`src/rtl/cmac_pkg.sv`:
```
package cmac_pkg;

    typedef enum logic [1:0] {
        OP_HOLD = 2'd0,
        OP_ACC  = 2'd1,
        OP_LOAD = 2'd2,
        OP_ZERO = 2'd3
    } acc_op_t;

    typedef struct packed {
        logic sticky;
        logic out_range;
    } lane_flags_t;

    function automatic acc_op_t decode_op(input logic valid, input logic clear);
        if (clear)
            return valid ? OP_LOAD : OP_ZERO;
        return valid ? OP_ACC : OP_HOLD;
    endfunction

endpackage

```
`src/rtl/cmac_prod.sv`:
```
module cmac_prod #(
    parameter int DATA_W = 16,
    localparam int FRAC_W = DATA_W - 1,
    localparam int PROD_W = 2 * DATA_W + 1,
    localparam int TERM_W = PROD_W - FRAC_W
) (
    input  logic signed [DATA_W-1:0] x_re,
    input  logic signed [DATA_W-1:0] x_im,
    input  logic signed [DATA_W-1:0] y_re,
    input  logic signed [DATA_W-1:0] y_im,
    output logic signed [TERM_W-1:0] term_re,
    output logic signed [TERM_W-1:0] term_im
);

    logic signed [2*DATA_W-1:0] m_rr, m_ii, m_ri, m_ir;
    logic signed [PROD_W-1:0]   full_re, full_im;

    always_comb begin
        m_rr = x_re * y_re;
        m_ii = x_im * y_im;
        m_ri = x_re * y_im;
        m_ir = x_im * y_re;
        full_re = PROD_W'(m_rr) - PROD_W'(m_ii);
        full_im = PROD_W'(m_ri) + PROD_W'(m_ir);
        // dropping the low fraction bits is a floor division
        term_re = full_re[PROD_W-1:FRAC_W];
        term_im = full_im[PROD_W-1:FRAC_W];
    end

endmodule

```
`src/rtl/cmac_lane.sv`:
```
module cmac_lane
    import cmac_pkg::*;
#(
    parameter int DATA_W  = 16,
    parameter int GUARD_W = 4,
    parameter int TERM_W  = DATA_W + 2,
    localparam int FRAC_W = DATA_W - 1,
    localparam int ACC_W  = DATA_W + GUARD_W,
    localparam int SUM_W  = ACC_W + 1
) (
    input  logic                     clk,
    input  logic                     rst,
    input  acc_op_t                  op,
    input  logic signed [TERM_W-1:0] term,
    output logic        [DATA_W-1:0] res,
    output logic                     ovf
);

    logic signed [ACC_W-1:0] acc_q;
    logic signed [SUM_W-1:0] sum;
    logic                    sum_wraps;
    lane_flags_t             flags;
    logic                    sticky_q;
    logic [ACC_W-FRAC_W-1:0] int_bits;

    always_comb begin
        sum       = SUM_W'(acc_q) + SUM_W'(term);
        sum_wraps = sum[SUM_W-1] != sum[SUM_W-2];
    end

    always_ff @(posedge clk) begin
        if (rst) begin
            acc_q    <= '0;
            sticky_q <= 1'b0;
        end else begin
            unique case (op)
                OP_ZERO: begin
                    acc_q    <= '0;
                    sticky_q <= 1'b0;
                end
                OP_LOAD: begin
                    acc_q    <= ACC_W'(term);
                    sticky_q <= 1'b0;
                end
                OP_ACC: begin
                    acc_q    <= sum[ACC_W-1:0];
                    sticky_q <= sticky_q | sum_wraps;
                end
                default: ;
            endcase
        end
    end

    always_comb begin
        int_bits        = acc_q[ACC_W-1:FRAC_W];
        flags.sticky    = sticky_q;
        flags.out_range = !((&int_bits) || (~|int_bits));
        res             = acc_q[DATA_W-1:0];
        ovf             = flags.sticky | flags.out_range;
    end

    p_zero_r4: assert property (@(posedge clk) disable iff (rst)
        op == OP_ZERO |=> (acc_q == '0) && !ovf);

    p_load_r5: assert property (@(posedge clk) disable iff (rst)
        op == OP_LOAD |=> (acc_q == ACC_W'($past(term))) && !sticky_q);

    p_hold_r6: assert property (@(posedge clk) disable iff (rst)
        op == OP_HOLD |=> $stable(acc_q) && $stable(sticky_q));

    p_sticky_keep_r9: assert property (@(posedge clk) disable iff (rst)
        (sticky_q && (op == OP_ACC || op == OP_HOLD)) |=> sticky_q && ovf);

endmodule

```
`src/rtl/cmac_unit.sv`:
```
module cmac_unit
    import cmac_pkg::*;
#(
    parameter int DATA_W  = 16,
    parameter int GUARD_W = 4
) (
    input  logic                     clk,
    input  logic                     rst,
    input  logic                     in_valid,
    input  logic                     acc_clear,
    input  logic signed [DATA_W-1:0] x_re,
    input  logic signed [DATA_W-1:0] x_im,
    input  logic signed [DATA_W-1:0] y_re,
    input  logic signed [DATA_W-1:0] y_im,
    output logic signed [DATA_W-1:0] res_re,
    output logic signed [DATA_W-1:0] res_im,
    output logic                     ovf_re,
    output logic                     ovf_im,
    output logic                     ovf
);

    localparam int TERM_W = DATA_W + 2;
    localparam int LANES  = 2;

    acc_op_t                  op;
    logic signed [TERM_W-1:0] term_re, term_im;
    logic signed [TERM_W-1:0] lane_term [LANES];
    logic        [DATA_W-1:0] lane_res  [LANES];
    logic                     lane_ovf  [LANES];

    assign op = decode_op(in_valid, acc_clear);

    cmac_prod #(.DATA_W(DATA_W)) u_prod (
        .x_re    (x_re),
        .x_im    (x_im),
        .y_re    (y_re),
        .y_im    (y_im),
        .term_re (term_re),
        .term_im (term_im)
    );

    assign lane_term[0] = term_re;
    assign lane_term[1] = term_im;

    for (genvar g = 0; g < LANES; g++) begin : g_lane
        cmac_lane #(
            .DATA_W  (DATA_W),
            .GUARD_W (GUARD_W),
            .TERM_W  (TERM_W)
        ) u_lane (
            .clk  (clk),
            .rst  (rst),
            .op   (op),
            .term (lane_term[g]),
            .res  (lane_res[g]),
            .ovf  (lane_ovf[g])
        );
    end

    always_comb begin
        res_re = lane_res[0];
        res_im = lane_res[1];
        ovf_re = lane_ovf[0];
        ovf_im = lane_ovf[1];
        ovf    = lane_ovf[0] | lane_ovf[1];
    end

    p_reset_clear_r11: assert property (@(posedge clk)
        rst |=> (res_re == '0) && (res_im == '0) && !ovf);

endmodule

```
`config.mk`:
```
export PLATFORM = sky130hd
export DESIGN_NAME = cmac_unit
export DESIGN_NICKNAME = d
export VERILOG_FILES = /design/src/rtl/cmac_pkg.sv /design/src/rtl/cmac_prod.sv /design/src/rtl/cmac_lane.sv /design/src/rtl/cmac_unit.sv
export SDC_FILE = /design/constraint.sdc
export NUM_CORES = 2
export LEC_CHECK = 0
export ABC_AREA = 1
export BUFFER_PORTS_ARGS = -buffer_cell sky130_fd_sc_hd__buf_2
export CAP_MARGIN = 0
export CORE_ASPECT_RATIO = 0.5
export CORE_MARGIN = 10
export CORE_UTILIZATION = 50
export CTS_CLUSTER_DIAMETER = 40
export CTS_CLUSTER_SIZE = 8
export DETAILED_ROUTE_END_ITERATION = 8
export GPL_TIMING_DRIVEN = 0
export PLACE_DENSITY = 0.66
export SYNTH_ARGS = -nofsm -noshare
export SYNTH_HDL_FRONTEND = slang
export SYNTH_HIERARCHICAL = 1
export SYNTH_SLANG_ARGS = --single-unit
```
`constraint.sdc`:
```
create_clock -name clk -period 10.9 [get_ports clk]
set_clock_uncertainty 0.05 [all_clocks]
set_input_delay 2.18 -clock clk [delete_from_list [all_inputs] [get_ports clk]]
set_output_delay 2.18 -clock clk [all_outputs]
set_load 0.005 [all_outputs]
```
Word-level counts from Yosys, hierarchy flattened
Index checks and enable logic that the tools add are counted.

storage, ports and cells
  output and inout bits = 35
  logic and storage cells = 44
  input port bits = 68
  register bits after elaboration = 42

cells by class
  $add $sub $neg = 4
  bitwise gates (word level) = 5
  muxes and demuxes = 9
  multiply operators = 4
  reductions and logical operators = 13
  eq/ne operators = 5

operators by type and width
  operator                                                         number
  16-bit by 16-bit multiplier with 32-bit output                   4
  20-bit case mux with 3 select lines                              2
  20-bit by 18-bit adder with 21-bit output                        2
  32-bit by 32-bit adder with 33-bit output                        1
  32-bit by 32-bit subtractor with 33-bit output                   1
  5-bit AND reduction                                              2
  5-bit OR reduction                                               2
  1-bit bitwise OR                                                 5
  2-bit == test, second input constant                             2
  1-bit logical NOT                                                4
  2-bit 2-to-1 mux                                                 2
  1-bit case mux with 2 select lines                               2
  1-bit 2-to-1 mux                                                 3
  3-bit nonzero test                                               1
  2-bit by 1-bit == test with 1-bit output, second input constant  1
  1-bit logical OR                                                 2
  1-bit != test                                                    2
  2-bit nonzero test                                               1
  2-bit OR reduction                                               1

Longest topological paths before layout
  word-level depth = 6
  mapped depth = 44
  gate-level depth less buffers = 43

Hierarchy
Netlist, hierarchy kept.

modules (own cells, without submodules)
  module                         area an instance (um^2)  cells an instance  seq. area each (um^2)  times used
  cmac_prod                      41850.1                  5185               0.0                    1
  cmac_lane at g_lane[0].u_lane  2471.1                   423                420.4                  1
  cmac_lane at g_lane[1].u_lane  2419.8                   404                420.4                  1
  cmac_unit                      25.0                     6                  0.0                    1

Worst setup path before layout
No wires, ideal clock.

  kind = in2reg
  start = in y_im[0]
  end = reg g_lane[0].u_lane.sticky_q
  required time = 10732 ps
  arrival = 9587 ps
  cell stages on the path = 38
  path slack = 1145 ps
  buffers on the path = 1
  setup time = 118 ps
  path through = clkbuf_1 -> nand2_1 -> inv_1 -> fa_1 -> inv_1 -> fa_1 -> inv_1 -> fa_1 -> inv_1 -> fa_1 -> fa_1 -> fa_1 -> fa_1 -> inv_1 -> fa_1 -> inv_1 -> ha_1 -> nand2_1 -> (+2 left out) -> nor3_1 -> nand2_1 -> nand2_1 -> xor2_1 -> inv_1 -> fa_1 -> nor2_2 -> nor2_2 -> inv_2 -> nand2_2 -> nand2_2 -> nand2_2 -> nand2_2 -> nand2_2 -> nand2_1 -> nand2_1 -> nand3b_1 -> a21oi_2

between the ends
  longest elaborated chain between the ends = 6

ends and longest elaborated chain
  element                                         RTL line         RTL
  start: declaration                              cmac_unit.sv:14  input logic signed [DATA_W-1:0] y_im,
  16-bit by 16-bit multiplier with 32-bit output  cmac_prod.sv:20  m_ii = x_im * y_im;
  32-bit by 32-bit subtractor with 33-bit output  cmac_prod.sv:23  full_re = PROD_W'(m_rr) - PROD_W'(m_ii);
  named net term_re[1]                            cmac_unit.sv:26  logic signed [TERM_W-1:0] term_re, term_im;
  20-bit by 18-bit adder with 21-bit output       cmac_lane.sv:27  sum = SUM_W'(acc_q) + SUM_W'(term);
  1-bit != test                                   cmac_lane.sv:28  sum_wraps = sum[SUM_W-1] != sum[SUM_W-2];
  1-bit bitwise OR                                cmac_lane.sv:47  sticky_q <= sticky_q | sum_wraps;
  1-bit case mux with 2 select lines              cmac_lane.sv:36  unique case (op)
  end signal: assignment                          cmac_lane.sv:47
  end: declaration                                cmac_lane.sv:23  logic sticky_q;

The timed path passes the listed nets, and every way through them passes these cells.
A chain may end at the register's enable or synchronous reset.

Worst setup path in the final report
  start = in y_re[3]
  end = reg g_lane[1].u_lane.sticky_q

between the ends
  longest elaborated chain between the ends = 6

ends and longest elaborated chain
  element                                         RTL line         RTL
  start: declaration                              cmac_unit.sv:13  input logic signed [DATA_W-1:0] y_re,
  16-bit by 16-bit multiplier with 32-bit output  cmac_prod.sv:22  m_ir = x_im * y_re;
  32-bit by 32-bit adder with 33-bit output       cmac_prod.sv:24  full_im = PROD_W'(m_ri) + PROD_W'(m_ir);
  named net term_im[13]                           cmac_unit.sv:26
  20-bit by 18-bit adder with 21-bit output       cmac_lane.sv:27
  1-bit != test                                   cmac_lane.sv:28
  1-bit bitwise OR                                cmac_lane.sv:47
  1-bit case mux with 2 select lines              cmac_lane.sv:36
  end signal: assignment                          cmac_lane.sv:47
  end: declaration                                cmac_lane.sv:23

The timed path passes the listed nets, and every way through them passes these cells.

==> out/qor.yml <==
io_pins: 103
drt_iter0_markers: 3810
clkTransAtPathRegs_ps: 70
synth.distinct_cells: 45
crit_fanout: 10
syn_inst: 6018
cp_common_cell: "fa_1"
syn-num-nets: 7608
drive_gt1_share_pct: 6.77
hpwl_um: 145000
rows: 79
syn-cell-area_mm2: 0.0468
vias_per_cell: 5.19
cts_buffers: 5
antenna_found_initial: 6
post-route-util_pct: 53.3
nets: 7739
drtPass1Iterations: 6
num_vias: 38474
fill_cells: 8918
io_buffer_count: 102
overflow: 0
cts_tree: "done"
min-delay-path-class: "reg2reg"
cts_root_buf: "clkbuf_16"
grt_use_met2_pct: 48.0
grt-busiest-layer: "met2"
die_area_mm2: 0.107
grt_max_degree: 14
finalMaxSlewViolations: 0
crit_required_ps: 11080
fp.dieW_um: 453
synth.avg_cell_area_um2: 7.77
rsz0062_at_grt: "true"
ys_seq_area_share_pct: 1.80
slew_headroom_pct: 12.5
cp_num_buf_inv: 9
end_kind: "flop"
grtUsageMet1_pct: 41.8
setup_violations: 0
yosysWarningCount: 6
die_height_um: 236
use_met3_pct: 13.1
clock.fmax_mhz: 94.3
tightest_slew_ps: 1310
hold_buffers: 0
worstSkewPairLatency_ps: 340
max_cap_violations: 0
cp_data_arrival_time_ps: 10780
path_delay_family: "adder cells"
period_needed_ps: 10600
cpPeakStageDelay_ps: 620
cts_max_path_buffers: 2
gp_congestion: 1.03
ys_ff_latch: 42
critPathLaunchType: "primary input"
period_share_pct: 97.2
drc: 0
grt_pass1_wl_um: 255000
start_util_pct: 50.4
htree_levels: 2
critPathKind: "in2reg"
area_growth_syn_to_layout_pct: 5.85
clock-sinks: 42
ant_nets: 0
cp_slowest_cell: "fa_1"
status: "completed"
avgRoutedWirePerCell_um: 23.1
routed_wl_um: 171000
grtUsageTotal_pct: 32.1
core-area_mm2: 0.0928
hold_viol: 0
grt_pass1_vias: 40722
-- stage by stage --
step	std cells	hold slack (ps)	TNS (ps)	setup WS (ps)	cell area [um^2]
2_1_floorplan	6018	377	0	1140	46800
3_3_place_gp	7375	399	-25860	-978	48800
3_5_place_dp	7376	399	-26450	-984	48900
4_1_cts	7383	413	0	3.12	49100
5_1_grt	7404	435	-343	-82.4	49500
6_report	7406	411	0	300	49500
-- Yosys cell counts (all sizes together) --
cell     number  area [um^2]
buf          39          287
o211ai        1         7.51
a21oi       145          774
nand4        12         75.1
a21boi        7         52.6
a31o          1         8.76
ha          348         4350
dfxtp        42          841
o2111ai       1         8.76
o31ai         1         7.51
a31oi         9         56.3
xnor2        13          114
inv        1951         7320
fa         1174        23500
xor2         28          245
nor4          5         31.3
o21bai       17          135
nand3b       22          165
and2          6         40.0
o21a          5         37.5
nand3        94          516
and3          1         6.26
or2          26          163
a32o          1         10.0
nor3         17         85.1
o21ai        74          370
clkbuf      204          769
a22o          2         17.5
nor2        188          738
a21o          9         67.6
nand2      1575         5960
-- final cells by class --
type                       count  area [um^2]  area share, %
antenna                        2         5.00         0.0101
clock inverter                 2         10.0         0.0202
tap                         1255         1570           3.17
buffer                       241         1290           2.62
multi-input combinational   3782        37600           75.9
clock buffer                   5          125          0.253
inverter                    1951         7340           14.8
sequential                    42          841           1.70
timing repair buffer         126          718           1.45
-- flip-flops by register name, summed over array words and instances, names as in the netlist --
signal,flops
g_lane.u_lane/sticky_q,2
g_lane.u_lane/acc_q,40
-- worst min-delay path: cells and delay by family, from the launching register on --
family	cells	cell delay, ps
compound gates	1	50
buf+inv	1	50
flops	1	320
-- layout by cell type, fill, tap and decap left out, drive strengths merged, types with 42 or more instances in the layout --
cell type and instances:
a21oi 145, buf 178, clkbuf 192, dfxtp 42
fa 1174, ha 348, inv 1946, nand2 1575
nand3 94, nor2 188, o21ai 74
-- layer usage --
metal | up-vias | wire [um]
met3 | 429 | 24000
met1 | 19053 | 67100
met5 | - | 185
met2 | 1989 | 71000
met4 | 10 | 8470
li1 | 16993 | -
-- kinds of logic after synthesis --
| kind of cell | Yosys count | synth area share (%) |
|---|---|---|
| adder cells (fa/ha/maj) | 1522 | 59.6 |
| AND/OR/NAND/NOR | 1946 | 16.6 |
| flip-flops | 42 | 1.80 |
| XOR/XNOR | 41 | 0.768 |
| AO/OA/AOI/OAI | 273 | 3.32 |
| buffers and inverters | 2194 | 17.9 |
-- final timing paths --
check	start	endpoint	slack, ps	cells after the start
setup / recovery	y_re[3]	g_lane[1].u_lane/sticky_q	300	34
hold / removal	g_lane[1].u_lane/sticky_q	g_lane[1].u_lane/sticky_q	410	2
setup reg to reg	g_lane[1].u_lane/acc_q[0]	g_lane[1].u_lane/sticky_q	8570	14
hold reg to reg	g_lane[1].u_lane/sticky_q	g_lane[1].u_lane/sticky_q	410	2
-- timing repair --
action                                  CTS  global route
gates resized for setup                  30           385
setup buffers                             2            21
endpoints found under the setup margin   36            34
pin swaps                                 0             1
Power is not shown: default switching activity piles up to over one toggle a cycle in this logic, so the estimate is an artifact.
